### src/rtl/jkseq_pkg.sv
package jkseq_pkg;
  parameter int STATE_W = 2;
  parameter int SYM_W   = 2;
  localparam int EXC_W  = 2 * STATE_W;

  // Strobes from the decoder into the flip-flop datapath.
  typedef struct packed {
    logic j1;
    logic k1;
    logic j2;
    logic k2;
  } exciteT;

  typedef enum logic [STATE_W-1:0] {
    ST_A      = 2'b00,
    ST_B      = 2'b01,
    ST_C      = 2'b10,
    ST_UNUSED = 2'b11
  } stateT;
endpackage

### src/rtl/jk_cell.sv
module jk_cell (
  input  logic clk,
  input  logic rstN,
  input  logic en,
  input  logic j,
  input  logic k,
  output logic q
);
  logic qReg;

  always_ff @(posedge clk or negedge rstN) begin
    if (!rstN)        qReg <= 1'b0;
    else if (en) begin
      case ({j, k})
        2'b01:   qReg <= 1'b0;
        2'b10:   qReg <= 1'b1;
        2'b11:   qReg <= ~qReg;
        default: qReg <= qReg;
      endcase
    end
  end

  assign q = qReg;

  assert_jk_set_R2: assert property (@(posedge clk) disable iff (!rstN)
    (en && j && !k) |=> q);
  assert_jk_clear_R2: assert property (@(posedge clk) disable iff (!rstN)
    (en && !j && k) |=> !q);
  assert_jk_toggle_R2: assert property (@(posedge clk) disable iff (!rstN)
    (en && j && k) |=> (q != $past(q)));
  assert_jk_idle_R7: assert property (@(posedge clk) disable iff (!rstN)
    (!en || (!j && !k)) |=> $stable(q));
endmodule

### src/rtl/jkseq_ctrl.sv
module jkseq_ctrl
  import jkseq_pkg::*;
(
  input  logic [STATE_W-1:0] curState,
  input  logic [SYM_W-1:0]   symbol,
  output exciteT             strobes
);
  logic [EXC_W-1:0] pattern;

  always_comb begin
    case ({curState, symbol})
      4'b00_00: pattern = 4'b0110;
      4'b00_01: pattern = 4'b0001;
      4'b00_10: pattern = 4'b1001;
      4'b00_11: pattern = 4'b0101;
      4'b01_00: pattern = 4'b0110;
      4'b01_01: pattern = 4'b0001;
      4'b01_10: pattern = 4'b0100;
      4'b01_11: pattern = 4'b0011;
      4'b10_00: pattern = 4'b1000;
      4'b10_01: pattern = 4'b1100;
      4'b10_10: pattern = 4'b1001;
      4'b10_11: pattern = 4'b0101;
      default:  pattern = 4'b0101; // unused code: clear both bits
    endcase
  end

  assign strobes = exciteT'(pattern);

  // the unused code always clears both flip-flops (no set and no toggle).
  always_comb begin
    if (curState == ST_UNUSED)
      assert_unused_clears_R6: assert (!strobes.j1 && !strobes.j2 && strobes.k1 && strobes.k2);
  end
endmodule

### src/rtl/jkseq_datapath.sv
module jkseq_datapath
  import jkseq_pkg::*;
(
  input  logic               clk,
  input  logic               rstN,
  input  logic               sampleEn,
  input  exciteT             strobes,
  output logic [STATE_W-1:0] stateQ
);
  logic [STATE_W-1:0] jVec;
  logic [STATE_W-1:0] kVec;

  assign jVec = {strobes.j1, strobes.j2};
  assign kVec = {strobes.k1, strobes.k2};

  for (genvar g = 0; g < STATE_W; g++) begin : g_cell
    jk_cell u_cell (
      .clk  (clk),
      .rstN (rstN),
      .en   (sampleEn),
      .j    (jVec[g]),
      .k    (kVec[g]),
      .q    (stateQ[g])
    );
  end

  assert_reset_idle_R1: assert property (@(posedge clk)
    !rstN |-> (stateQ == '0));
  assert_hold_R7: assert property (@(posedge clk) disable iff (!rstN)
    !sampleEn |=> $stable(stateQ));
endmodule

### src/rtl/jkseq_top.sv
module jkseq_top
  import jkseq_pkg::*;
(
  input  logic               clk,
  input  logic               rstN,
  input  logic               sampleEn,
  input  logic [SYM_W-1:0]   symbol,
  output logic [STATE_W-1:0] stateQ,
  output logic [EXC_W-1:0]   excite
);
  exciteT strobes;

  jkseq_ctrl u_ctrl (
    .curState (stateQ),
    .symbol   (symbol),
    .strobes  (strobes)
  );

  jkseq_datapath u_dp (
    .clk      (clk),
    .rstN     (rstN),
    .sampleEn (sampleEn),
    .strobes  (strobes),
    .stateQ   (stateQ)
  );

  assign excite = strobes;

  assert_a_to_b_R3: assert property (@(posedge clk) disable iff (!rstN)
    (sampleEn && stateQ == ST_A && symbol == 2'b00) |=> (stateQ == ST_B));
  assert_a_to_c_R3: assert property (@(posedge clk) disable iff (!rstN)
    (sampleEn && stateQ == ST_A && symbol == 2'b10) |=> (stateQ == ST_C));
  assert_b_return_R4: assert property (@(posedge clk) disable iff (!rstN)
    (sampleEn && stateQ == ST_B && symbol[0]) |=> (stateQ == ST_A));
  assert_c_return_R5: assert property (@(posedge clk) disable iff (!rstN)
    (sampleEn && stateQ == ST_C && symbol[0]) |=> (stateQ == ST_A));
  assert_unused_recovers_R6: assert property (@(posedge clk) disable iff (!rstN)
    (sampleEn && stateQ == ST_UNUSED) |=> (stateQ == ST_A));
endmodule

### config.mk
export PLATFORM = sky130hd
export DESIGN_NAME = jkseq_top
export DESIGN_NICKNAME = d
export VERILOG_FILES = /design/src/rtl/jkseq_pkg.sv /design/src/rtl/jk_cell.sv /design/src/rtl/jkseq_ctrl.sv /design/src/rtl/jkseq_datapath.sv /design/src/rtl/jkseq_top.sv
export SDC_FILE = /design/constraint.sdc
export NUM_CORES = 1
export LEC_CHECK = 0
export BUFFER_PORTS_ARGS = -buffer_cell sky130_fd_sc_hd__buf_2
export CAP_MARGIN = 20
export CORE_AREA = 3 3 40 42
export DETAILED_ROUTE_END_ITERATION = 10
export DIE_AREA = 0 0 43 45
export HOLD_SLACK_MARGIN = 0.15
export SLEW_MARGIN = 30
export SYNTH_ARGS = -nofsm -noshare
export SYNTH_HDL_FRONTEND = slang
export SYNTH_SLANG_ARGS = --single-unit
### constraint.sdc
create_clock -name clk -period 1.3 [get_ports clk]
set_clock_uncertainty 0.1 [all_clocks]
set_input_delay 0.195 -clock clk [delete_from_list [all_inputs] [get_ports clk]]
set_output_delay 0.195 -clock clk [all_outputs]
set_load 0.005 [all_outputs]
; Yosys cells after proc, flatten, opt, wreduce, memory -nomap -nowiden
; Memories as Yosys holds them, arrays and structs flattened.
; Index checks and enable logic that the tools add are counted.
[classes]
eq_ne = 6
reduce_logical = 4
bitwise = 2
n_mux = 2
[op_table]
columns = operator, count
row1 = $eq 2x2->1 const B, 4
row2 = $pmux 1 s3, 2
row3 = $reduce_bool 3->1, 2
row4 = $eq 2x1->1 const B, 2
row5 = $reduce_and 2->1, 2
row6 = $not 1->1, 2
[word_totals]
mem_bits_ro = 64
n_memories = 1
output_inout_bits = 6
ff_bits = 2
input_bits = 5
[memory_table]
columns = memory, words, width, rd, rd_ports_with_merged_regs, wr, line_no
row1 = (no name shown), 16, 4, 1, 0, 0, jkseq_ctrl.sv:11  ; case ({curState, symbol})

; Longest topological paths before layout
; Gate-level depths: netlist of run 1.
; An unclocked memory read counts as a cell.
[logic_depth]
word_depth = 4
mapped_depth = 5
ltp_nobuf = 4

; Modules after synthesis
; Synthesis of run 1 repeated with hierarchy kept, for this count alone.
[hier_totals]
hier_cells = 23
hier_area_um2 = 203.9
[by_module_without_submodules]
columns = mod, instances, area_each_um2, cells_per_inst
row1 = jkseq_ctrl, 1, 131.4, 17
row2 = jk_cell, 2, 36.3, 3

; Least setup slack after synthesis of run 1
; OpenSTA, ideal clock, no wires.
[synth_path]
path_type = register to output
from = reg u_dp.g_cell[0].u_cell.qReg
to = out excite[0]
path_slack_ns = 0.034
path_buffers = 2
t_arrival_ns = 0.971
stages_incl_launch_ff = 5
t_required_ns = 1.005
path_cell_list = dfrtp_1 buf_6 nor2b_1 o31ai_2 buf_4
[synth_between]
elab_chain_cells = 1
[synth_rtl]
columns = item, line_no
row1 = from (decl), jk_cell.sv:9  ; logic qReg;
row2 = from (signal assigned), jk_cell.sv:17  ; 2'b11: qReg <= ~qReg;
row3 = from (signal assigned), jk_cell.sv:18  ; default: qReg <= qReg;
row4 = $mem_v2 16x4, --
row5 = to (decl), jkseq_top.sv:9  ; output logic [EXC_W-1:0] excite
; Every way passes these cells.

; Final worst setup path of run 1
; Same ends and word-level chain as after synthesis.

==> summary.md, run 1 <==
| Metric | Value |
|---|---|
| Setup crit start | `u_dp.g_cell[0].u_cell.q` |
| Root Buffer | `clkbuf_4` |
| Antenna Cells | `0` |
| Yosys warns | `0` |
| Largest cells by area after synthesis | `buf_4 18%, dfrtp_1 17%, ha_1 17%` |
| Power per Cell Area | `1592 nW/µm²` |
| Port-buffer cells | `10` |
| Post-Syn Nets | `43` |
| Max cap viols | `0` |
| Layout area overhead | `55.98%` |
| CTS buffer count | `3` |
| Peak Freq | `688.2 MHz` |
| Failing checks | `setup timing` |
| RSZ-0062 raised after global routing | `yes` |
| Worst flop-to-flop path startpoint | `u_dp.g_cell[1].u_cell.q` |
| Mux contribution to synthesized area | `0%` |
| Critical-path top delay cell | `dfrtp_2` |
| Core Box Area | `1285 µm²` |
| CTS tree | `done` |
| Post-synthesis sequential area ratio | `17.09%` |
| Yosys cell types | `20` |
| Flops & latches, synth | `2` |
| First drt pass iteration count | `1` |
| Post-synth top area share | `17.95%` |
| CP Class | `register to primary output` |
| Tmin final | `1.453 ns` |
| Worst-path clk slew | `0.04 ns` |
| Pins Over Slew Limit | `0` |
| Post-DRT Antenna Nets | `0` |
| Most frequent cells in the layout | `10 x buf_2, 8 x buf_4, 4 x ha_1` |
| Crit path max fanout | `6` |
| Io pins | `11` |
| CP endpoint kind | `primary output` |
| Clock sink count | `2` |
| Nets@finish | `61` |
| Layout cells sized above 1 | `68.00%` |
| First-pass GRT wire length | `1090 µm` |
| Peak VDD IR | `0.0004422 V` |
| Antenna violations before repair | `0` |
| Final core occ | `35.54%` |
| CP Launch Type | `register` |
| Largest family of logic cells by synthesized area | `buffers and inverters` |
| Final setup fails | `4` |
| Vias per cell | `4.554` |
| Simple-Gate Fraction of Synth Area | `18.80%` |
| GRT Total Usage | `8.229%` |
| Skew-Pair Late Insertion Delay | `0.24 ns` |
| Post-Syn Area | `292.8 µm²` |
| Core Rows | `13` |
| Post-Route WL | `725 µm` |
| Async SR Flop Fraction | `100.0%` |
| Largest net degree at the start of global routing | `8` |
| Critical Path RT | `1.00 ns` |
| Outcome | `finished with violations` |
| Post-Synth Adder-Cell Area | `17.09%` |
| Number of DRC markers in iteration 0 | `0` |
| Worst-margin pin slew | `0.2278 ns` |
| Routed WL per cell | `11.15 µm` |
| Total power | `0.7272 mW` |
| Die W | `43 µm` |
| Remaining global-route overflow | `0` |
| Leak | `0.2222 nW` |
| Die area | `1935 µm²` |
| Syn Area/Cell | `8.611 µm²` |
| Fin worst setup slack | `-0.1530 ns` |
| Slew HR | `84.82%` |
| Starting density of the core | `22.78%` |
| Synth Area in XOR/XNOR | `0%` |
| Clk buf depth | `2` |
| WP data arrival | `1.16 ns` |
| Slowest cell delay on critical path | `0.43 ns` |
| Final critical-path share of the clock period | `111.8%` |
| Vias in the first global route | `275` |
| Commonest non-fill, non-tap cell in the layout | `buf_2` |
| Cells after Synth | `34` |
| DIE HEIGHT | `45 µm` |
| Critical Path, Cell by Cell | `nor2b_2 -> o31ai_2 -> buf_2` |
| Via count | `296` |
| Setup TNS | `-0.5181 ns` |
| Deepest level of the CTS H-tree | `1` |
| Max reg flops | `2` |
| HP Class | `input pin to asynchronous set/reset pin` |
| Synth area leader | `buf_4` |
| Ys flop type | `dfrtp_1` |
| Post-synth EDFFs | `0` |
| GP Congestion | `0.7020` |
| Complex-gate fraction of the synthesized area | `21.37%` |
| # DRC | `0` |
| Fin. Hold Viols | `0` |
| Final HPWL DP | `433.7 µm` |
| # fillers | `141` |
## final timing paths
path | endpoint | slack [ns] | cells past startpoint
hold / removal | u_dp.g_cell[1].u_cell.q | 0.17 | 2
setup / recovery | excite[0] | -0.15 | 3
setup reg to reg | u_dp.g_cell[1].u_cell.q | 0.08 | 4
max in group asynchronous | u_dp.g_cell[0].u_cell.q | 0.82 | 2
min in group clk | u_dp.g_cell[1].u_cell.q | 0.19 | 2
hold reg to reg | u_dp.g_cell[1].u_cell.q | 0.74 | 3
## synthesized netlist by cell type, types with 2 or more instances
master / instances
buf_4: 7
dfrtp_1: 2
ha_1: 4
inv_1: 2
nand2b_1: 2
nor2_1: 2
nor2b_1: 2
## report_power, final
group / leakage (nW) / internal (mW) / switching, mW
registers: 0.0231 / 0.0881 / 0.0476
clock network: 0.0138 / 0.103 / 0.0474
logic: 0.185 / 0.270 / 0.171
total: 0.222 / 0.461 / 0.266
## area by class of cell
type / instances / area [µm²] / area share (%)
tap: 15 / 18.77 / 4.110
timing repair buffer: 21 / 142.6 / 31.23
clock buffer: 3 / 22.52 / 4.932
multi-input combinational: 21 / 209.0 / 45.75
sequential: 2 / 52.55 / 11.51
inverter: 3 / 11.26 / 2.466
## critical path, delay by kind of cell (launching register included)
family / cells / cell delay [ns]
compound gates: 1 / 0.19
simple gates: 1 / 0.17
buf+inv: 1 / 0.14
flops: 1 / 0.43
## metrics by stage
stage	std cells	instance area, µm²	setup WS [ns]	hold WS [ns]
floorplan	34	292.8	0.03385	-0.2006
global placement	57	342.8	-0.03614	-0.1191
global route	65	456.7	-0.2169	0.1848
CTS	64	427.9	-0.1548	0.1536
finish	65	456.7	-0.1530	0.1691
detailed placement	57	342.8	-0.05438	-0.1200
## routing by layer
layer	share of wire [%]	GRT usage, %	wire length, µm	vias up
met1	35	7.434	254	138
met4	5.2	10.84	38	0
met2	53	12.87	383	10
met5	0	0	0	-
li1	-	-	-	144
met3	6.9	2.789	50	4
## cells by family (layout without fill, tap and decap cells)
family | after synthesis | in the layout
compound gates | 8 | 8
fa+ha+maj | 4 | 4
buf+inv | 11 | 27
flops | 2 | 2
simple gates | 9 | 9
## repair_timing
| item | 4_1_cts | 5_1_grt |
|---|---|---|
| endpoints found under the setup margin | 4 | 5 |
| hold endpoints to repair | 2 | 0 |
| resized for setup | 9 | 5 |
| setup buffers | 3 | 1 |
| pin swaps | 2 | 1 |
| hold buffers | 1 | 0 |
Note: power is estimated with default switching activity, not from simulation.
==> run 2: changes to the inputs <==
Settings changed: CELL_PAD_IN_SITES_DETAIL_PLACEMENT set to 1, CELL_PAD_IN_SITES_GLOBAL_PLACEMENT set to 2, PLACE_DENSITY_LB_ADDON set to 0.1.
==> run 2 against run 1 <==
Critical endpoint is now excite[2]. Sequential power hardly changed. Global-route usage is 2.0 points higher. Wire length is 8.7% higher. Critical path depth stayed put. Worst setup slack worse by 0.0013 ns. Combinational power is 14% lower. Register-to-register slack worse by 0.03 ns. The flow still finishes with violations (setup timing). Die area stayed put.
==> summary.md, run 2 (synthesis results as in run 1) <==
| Metric | Value |
|---|---|
| DIE HEIGHT | `45 µm (unchanged)` |
| Leak | `0.2105 nW (-5.2%)` |
| Via count | `290 (-2.0%)` |
| Root Buffer | `clkbuf_4` |
| Port-buffer cells | `10 (unchanged)` |
| Antenna Cells | `0 (unchanged)` |
| Largest net degree at the start of global routing | `9 (+1)` |
| Commonest non-fill, non-tap cell in the layout | `buf_2` |
| WP data arrival | `1.16 ns (about the same)` |
| Die area | `1935 µm² (unchanged)` |
| Die W | `43 µm (unchanged)` |
| Fin worst setup slack | `-0.1543 ns (-0.001320 ns)` |
| Worst-path clk slew | `0.03 ns (about the same)` |
| Sw frac | `36.67% (+0.091 points)` |
| First-pass GRT wire length | `1386 µm (+27%)` |
| Switch Pwr | `0.2413 mW (-9.3%)` |
| Max reg flops | `2 (unchanged)` |
| Pins Over Slew Limit | `0 (unchanged)` |
| Most frequent cells in the layout | `10 x buf_2, 7 x buf_4, 4 x ha_1` |
| Slew HR | `85.33% (+0.52 points)` |
| Io pins | `11 (unchanged)` |
| Vias per cell | `4.531 (-0.50%)` |
| Pint | `0.4167 mW (-9.7%)` |
| Antenna violations before repair | `0 (unchanged)` |
| Clk buf depth | `2 (unchanged)` |
| Post-Route WL | `788 µm (+8.7%)` |
| Max cap viols | `0 (unchanged)` |
| CP delay by family, top | `flip-flops` |
| CP endpoint kind | `primary output` |
| First drt pass iteration count | `1 (unchanged)` |
| Comb pwr share | `57.5% (-3.2 points)` |
| Critical-path top delay cell | `dfrtp_2` |
| Routed WL per cell | `12.31 µm (+10%)` |
| DP Worst Slack | `-0.09048 ns (-0.03610 ns)` |
| Vias in the first global route | `319 (+16%)` |
| GRT met2 Usage | `17.66% (+4.8 points)` |
| DP Cell Count | `55 (-3.5%)` |
| Core Rows | `13 (unchanged)` |
| Fin. Hold Viols | `0 (unchanged)` |
| Worst hold slack | `0.1787 ns (+0.009666 ns)` |
| Critical Path RT | `1.00 ns (about the same)` |
| Power per Cell Area | `1520 nW/µm² (-4.6%)` |
| Layout cells sized above 1 | `59.18% (-8.8 points)` |
| Met1 Usage GRT | `9.592% (+2.2 points)` |
| Number of DRC markers in iteration 0 | `0 (unchanged)` |
| Placed Area | `327.8 µm² (-4.4%)` |
| Clock sink count | `2 (unchanged)` |
| Final core occ | `33.69% (-1.9 points)` |
| Layout area overhead | `47.86%` |
| Core Box Area | `1285 µm² (unchanged)` |
| Post-DRT Antenna Nets | `0 (unchanged)` |
| CTS tree | `done` |
| Sequential Power Share | `20.8% (+2.1 points)` |
| Design area | `432.9 µm² (-5.2%)` |
| Outcome | `finished with violations` |
| CP Class | `register to primary output` |
| Final setup fails | `4 (unchanged)` |
| RSZ-0062 raised after global routing | `yes` |
| Deepest level of the CTS H-tree | `1 (unchanged)` |
| Peak VDD IR | `0.0004188 V (-5.3%)` |
| HP Class | `input pin to asynchronous set/reset pin` |
| GP Congestion | `0.6838 (-2.6%)` |
| CTS buffer count | `3 (unchanged)` |
| # DRC | `0 (unchanged)` |
| Tmin final | `1.454 ns (+0.001320 ns)` |
| Non-filler cells, final | `64 (-1.5%)` |
| GRT met3 Usage | `1.195% (-1.6 points)` |
| Peak Freq | `687.6 MHz (about the same)` |
| Remaining global-route overflow | `0 (unchanged)` |
| Final HPWL DP | `546.5 µm (+26%)` |
| Clock Power Share | `21.7% (+1.1 points)` |
| Slowest cell delay on critical path | `0.42 ns (about the same)` |
| Most used routing layer | `met2` |
| Worst-margin pin slew | `0.2177 ns (-0.01005 ns)` |
| CP Launch Type | `register` |
| Nets@finish | `60 (-1.6%)` |
| Starting density of the core | `22.78% (unchanged)` |
| Crit path max fanout | `8 (+2)` |
| Skew-Pair Late Insertion Delay | `0.23 ns (about the same)` |
| Crit path buf inv count | `1 (unchanged)` |
| GRT Total Usage | `10.22% (+2.0 points)` |
| Failing checks | `setup timing` |
| Critical Path, Cell by Cell | `or2b_1 -> o311ai_2 -> buf_2` |
| Final critical-path share of the clock period | `111.9% (about the same)` |
==> run 2: timing repair <==
action / in CTS / in global routing
hold buffers: 2 / 0
cloned: 0 / 0
endpoints found under the hold margin: 3 / 0
pin swaps: 2 / 2
setup buffers: 3 / 1
gates resized for setup: 6 / 3
endpoints found under the setup margin: 4 / 7
==> run 2: final timing paths <==
kind / cells past startpoint / from / slack, ns / endpoint
max: 3 / u_dp.g_cell[0].u_cell.q / -0.15 / excite[2]
min reg2reg: 3 / u_dp.g_cell[1].u_cell.q / 0.71 / u_dp.g_cell[0].u_cell.q
max reg2reg: 4 / u_dp.g_cell[0].u_cell.q / 0.05 / u_dp.g_cell[0].u_cell.q
min: 2 / rstN / 0.18 / u_dp.g_cell[0].u_cell.q
min in group clk: 4 / symbol[0] / 0.39 / u_dp.g_cell[1].u_cell.q
max in group asynchronous: 2 / rstN / 0.81 / u_dp.g_cell[1].u_cell.q
==> run 2: power groups by stage <==
stage	clock network [mW]	logic, mW	registers, mW
floorplan	0	0.300	0.0994
global placement	0	0.266	0.135
detailed placement	0	0.277	0.136
CTS	0.150	0.350	0.135
global route	0.165	0.418	0.147
finish	0.143	0.378	0.137
==> run 2: routing by layer <==
layer | vias to the layer above | wire (µm)
met5 | - | 0
met4 | 0 | 28
met3 | 3 | 41
met2 | 9 | 411
met1 | 136 | 306
li1 | 142 | -
==> run 2: cell type report <==
cell class	count	area, µm²
clock buffer	3	22.52
fill	162	852.1
inverter	3	11.26
multi-input combinational	21	193.9
sequential	2	52.55
tap	15	18.77
timing repair buffer	20	133.9
==> run 2: stage by stage <==
stage,TNS [ns],total power [mW]
3_5_place_dp,-0.1526,0.4126
4_1_cts,-0.5199,0.6346
6_report,-0.4937,0.6579
3_3_place_gp,-0.06174,0.4015
5_1_grt,-0.8289,0.7302
2_1_floorplan,0,0.3996
==> run 3: changes to the inputs <==
Settings changed: TNS_END_PERCENT set to 1.
==> run 3 against run 2 <==
Critical path type unchanged. Final cell count shrank 1.6%. Critical path depth unchanged. Non-clock buffer count down 1. Via count decreased by 2.1%. Critical endpoint unchanged. The run still ends with setup timing left.
==> summary.md, run 3 (synthesis results as in run 1) <==
| Metric | Value |
|---|---|
| Final HPWL DP | `546.5 µm (unchanged)` |
| Register area | `52.55 µm² (unchanged)` |
| Worst-margin pin slew | `0.2177 ns (unchanged)` |
| Layout cells sized above 1 | `58.33% (-0.85 points)` |
| Remaining global-route overflow | `0 (unchanged)` |
| Max cap viols | `0 (unchanged)` |
| Post-DRT Antenna Nets | `0 (unchanged)` |
| Io pins | `11 (unchanged)` |
| Slew HR | `85.33% (unchanged)` |
| Nets@finish | `59 (-1.7%)` |
| Worst flop-to-flop path startpoint | `u_dp.g_cell[0].u_cell.q` |
| Total power | `0.6567 mW (-0.19%)` |
| Core Rows | `13 (unchanged)` |
| DP Cell Count | `55 (unchanged)` |
| GRT Total Usage | `10.22% (unchanged)` |
| Deepest level of the CTS H-tree | `1 (unchanged)` |
| Power per Cell Area | `1521 nW/µm² (about the same)` |
| GP Congestion | `0.6838 (unchanged)` |
| CP Launch Type | `register` |
| Post-Route WL | `779 µm (-1.1%)` |
| Root Buffer | `clkbuf_4` |
| CTS tree | `done` |
| Fin worst setup slack | `-0.1544 ns (-0.000006000 ns)` |
| Multi-input logic area | `193.9 µm² (unchanged)` |
| Die W | `43 µm (unchanged)` |
| Outcome | `finished with violations` |
| Core Box Area | `1285 µm² (unchanged)` |
| Worst hold slack | `0.1810 ns (+0.002293 ns)` |
| RSZ-0062 raised after global routing | `yes` |
| Worst-path clk slew | `0.03 ns (about the same)` |
| Fin. Hold Viols | `0 (unchanged)` |
| Pins Over Slew Limit | `0 (unchanged)` |
| Number of DRC markers in iteration 0 | `0 (unchanged)` |
| Setup crit start | `u_dp.g_cell[0].u_cell.q` |
| Antenna Cells | `0 (unchanged)` |
| # DRC | `0 (unchanged)` |
| Most frequent cells in the layout | `9 x buf_2, 6 x buf_4, 4 x ha_1` |
| Peak Freq | `687.6 MHz (about the same)` |
| Vias in the first global route | `318 (-0.31%)` |
| CP Class | `register to primary output` |
| First-pass GRT wire length | `1393 µm (+0.51%)` |
| Largest net degree at the start of global routing | `9 (unchanged)` |
| First drt pass iteration count | `1 (unchanged)` |
| Failing checks | `setup timing` |
| Final critical-path share of the clock period | `111.9% (about the same)` |
| Leak | `0.2064 nW (-1.9%)` |
| Port-buffer cells | `10 (unchanged)` |
| Routed WL per cell | `12.37 µm (+0.43%)` |
| Die area | `1935 µm² (unchanged)` |
| Starting density of the core | `22.78% (unchanged)` |
| Clock sink count | `2 (unchanged)` |
| # fillers | `161 (-0.62%)` |
| Layout area overhead | `47.44%` |
| Max reg flops | `2 (unchanged)` |
| Commonest non-fill, non-tap cell in the layout | `buf_2` |
| Antenna violations before repair | `0 (unchanged)` |
| Via count | `284 (-2.1%)` |
| Crit path max fanout | `8 (unchanged)` |
| Final setup fails | `4 (unchanged)` |
| Critical Path RT | `1.00 ns (about the same)` |
| DIE HEIGHT | `45 µm (unchanged)` |
| CTS buffer count | `3 (unchanged)` |
| Non-filler cells, final | `63 (-1.6%)` |
| Clk buf depth | `2 (unchanged)` |
| Peak VDD IR | `0.0004187 V (about the same)` |
| HP Class | `input pin to asynchronous set/reset pin` |
| WP data arrival | `1.16 ns (about the same)` |
| Skew-Pair Late Insertion Delay | `0.23 ns (about the same)` |
| CP endpoint kind | `primary output` |
| Vias per cell | `4.508 (-0.51%)` |
| Tmin final | `1.454 ns (+0.000006000 ns)` |
run 3: stage by stage:
stage	setup WS (ns)	utilization (%)	instance area (µm²)	TNS, ns
2_1_floorplan	0.03385	-	292.8	0
3_3_place_gp	-0.03219	25.51	327.8	-0.06174
3_5_place_dp	-0.09048	25.51	327.8	-0.1526
4_1_cts	-0.1596	32.13	412.9	-0.5199
5_1_grt	-0.2188	33.59	431.7	-0.8267
6_report	-0.1544	33.59	431.7	-0.4934
run 3: worst max-delay path, cell delays in order, from the launching register on:
cell and delay, ns:
dfrtp_2 0.42, or2b_1 0.28, o311ai_2 0.08, buf_2 0.16
run 3: path summary, 6_finish.rpt:
check	cells past startpoint	endpoint	slack [ns]
max in group asynchronous	2	u_dp.g_cell[1].u_cell.q	0.81
max reg2reg	4	u_dp.g_cell[0].u_cell.q	0.05
min in group clk	4	u_dp.g_cell[1].u_cell.q	0.39
min reg2reg	2	u_dp.g_cell[1].u_cell.q	0.65
min	2	u_dp.g_cell[0].u_cell.q	0.18
max	3	excite[2]	-0.15
run 3: cell type report:
cell class | count | area share, %
Inverter | 3 | 2.609
Clock buffer | 3 | 5.217
Timing Repair Buffer | 19 | 30.72
Sequential cell | 2 | 12.17
Multi-Input combinational cell | 21 | 44.93
Tap cell | 15 | 4.348
run 3: power breakdown:
group,total [mW],internal [mW],switching (mW)
clock,0.143,0.102,0.0406
sequential,0.137,0.0881,0.0489
combinational,0.377,0.226,0.151
run 3: metal layers:
metal	track usage [%]	vias up	wire (µm)
met5	0	-	0
met4	12.65	0	28
met3	1.195	3	38
met2	17.66	9	407
met1	9.592	132	305
li1	-	140	-
run 3: what timing repair did:
action / CTS / global route
pin swaps: 2 / 2
endpoints found under the hold margin: 3 / 0
setup endpoints to repair: 4 / 7
hold buffers: 2 / 0
resized for setup: 6 / 4
setup buffers: 3 / 0
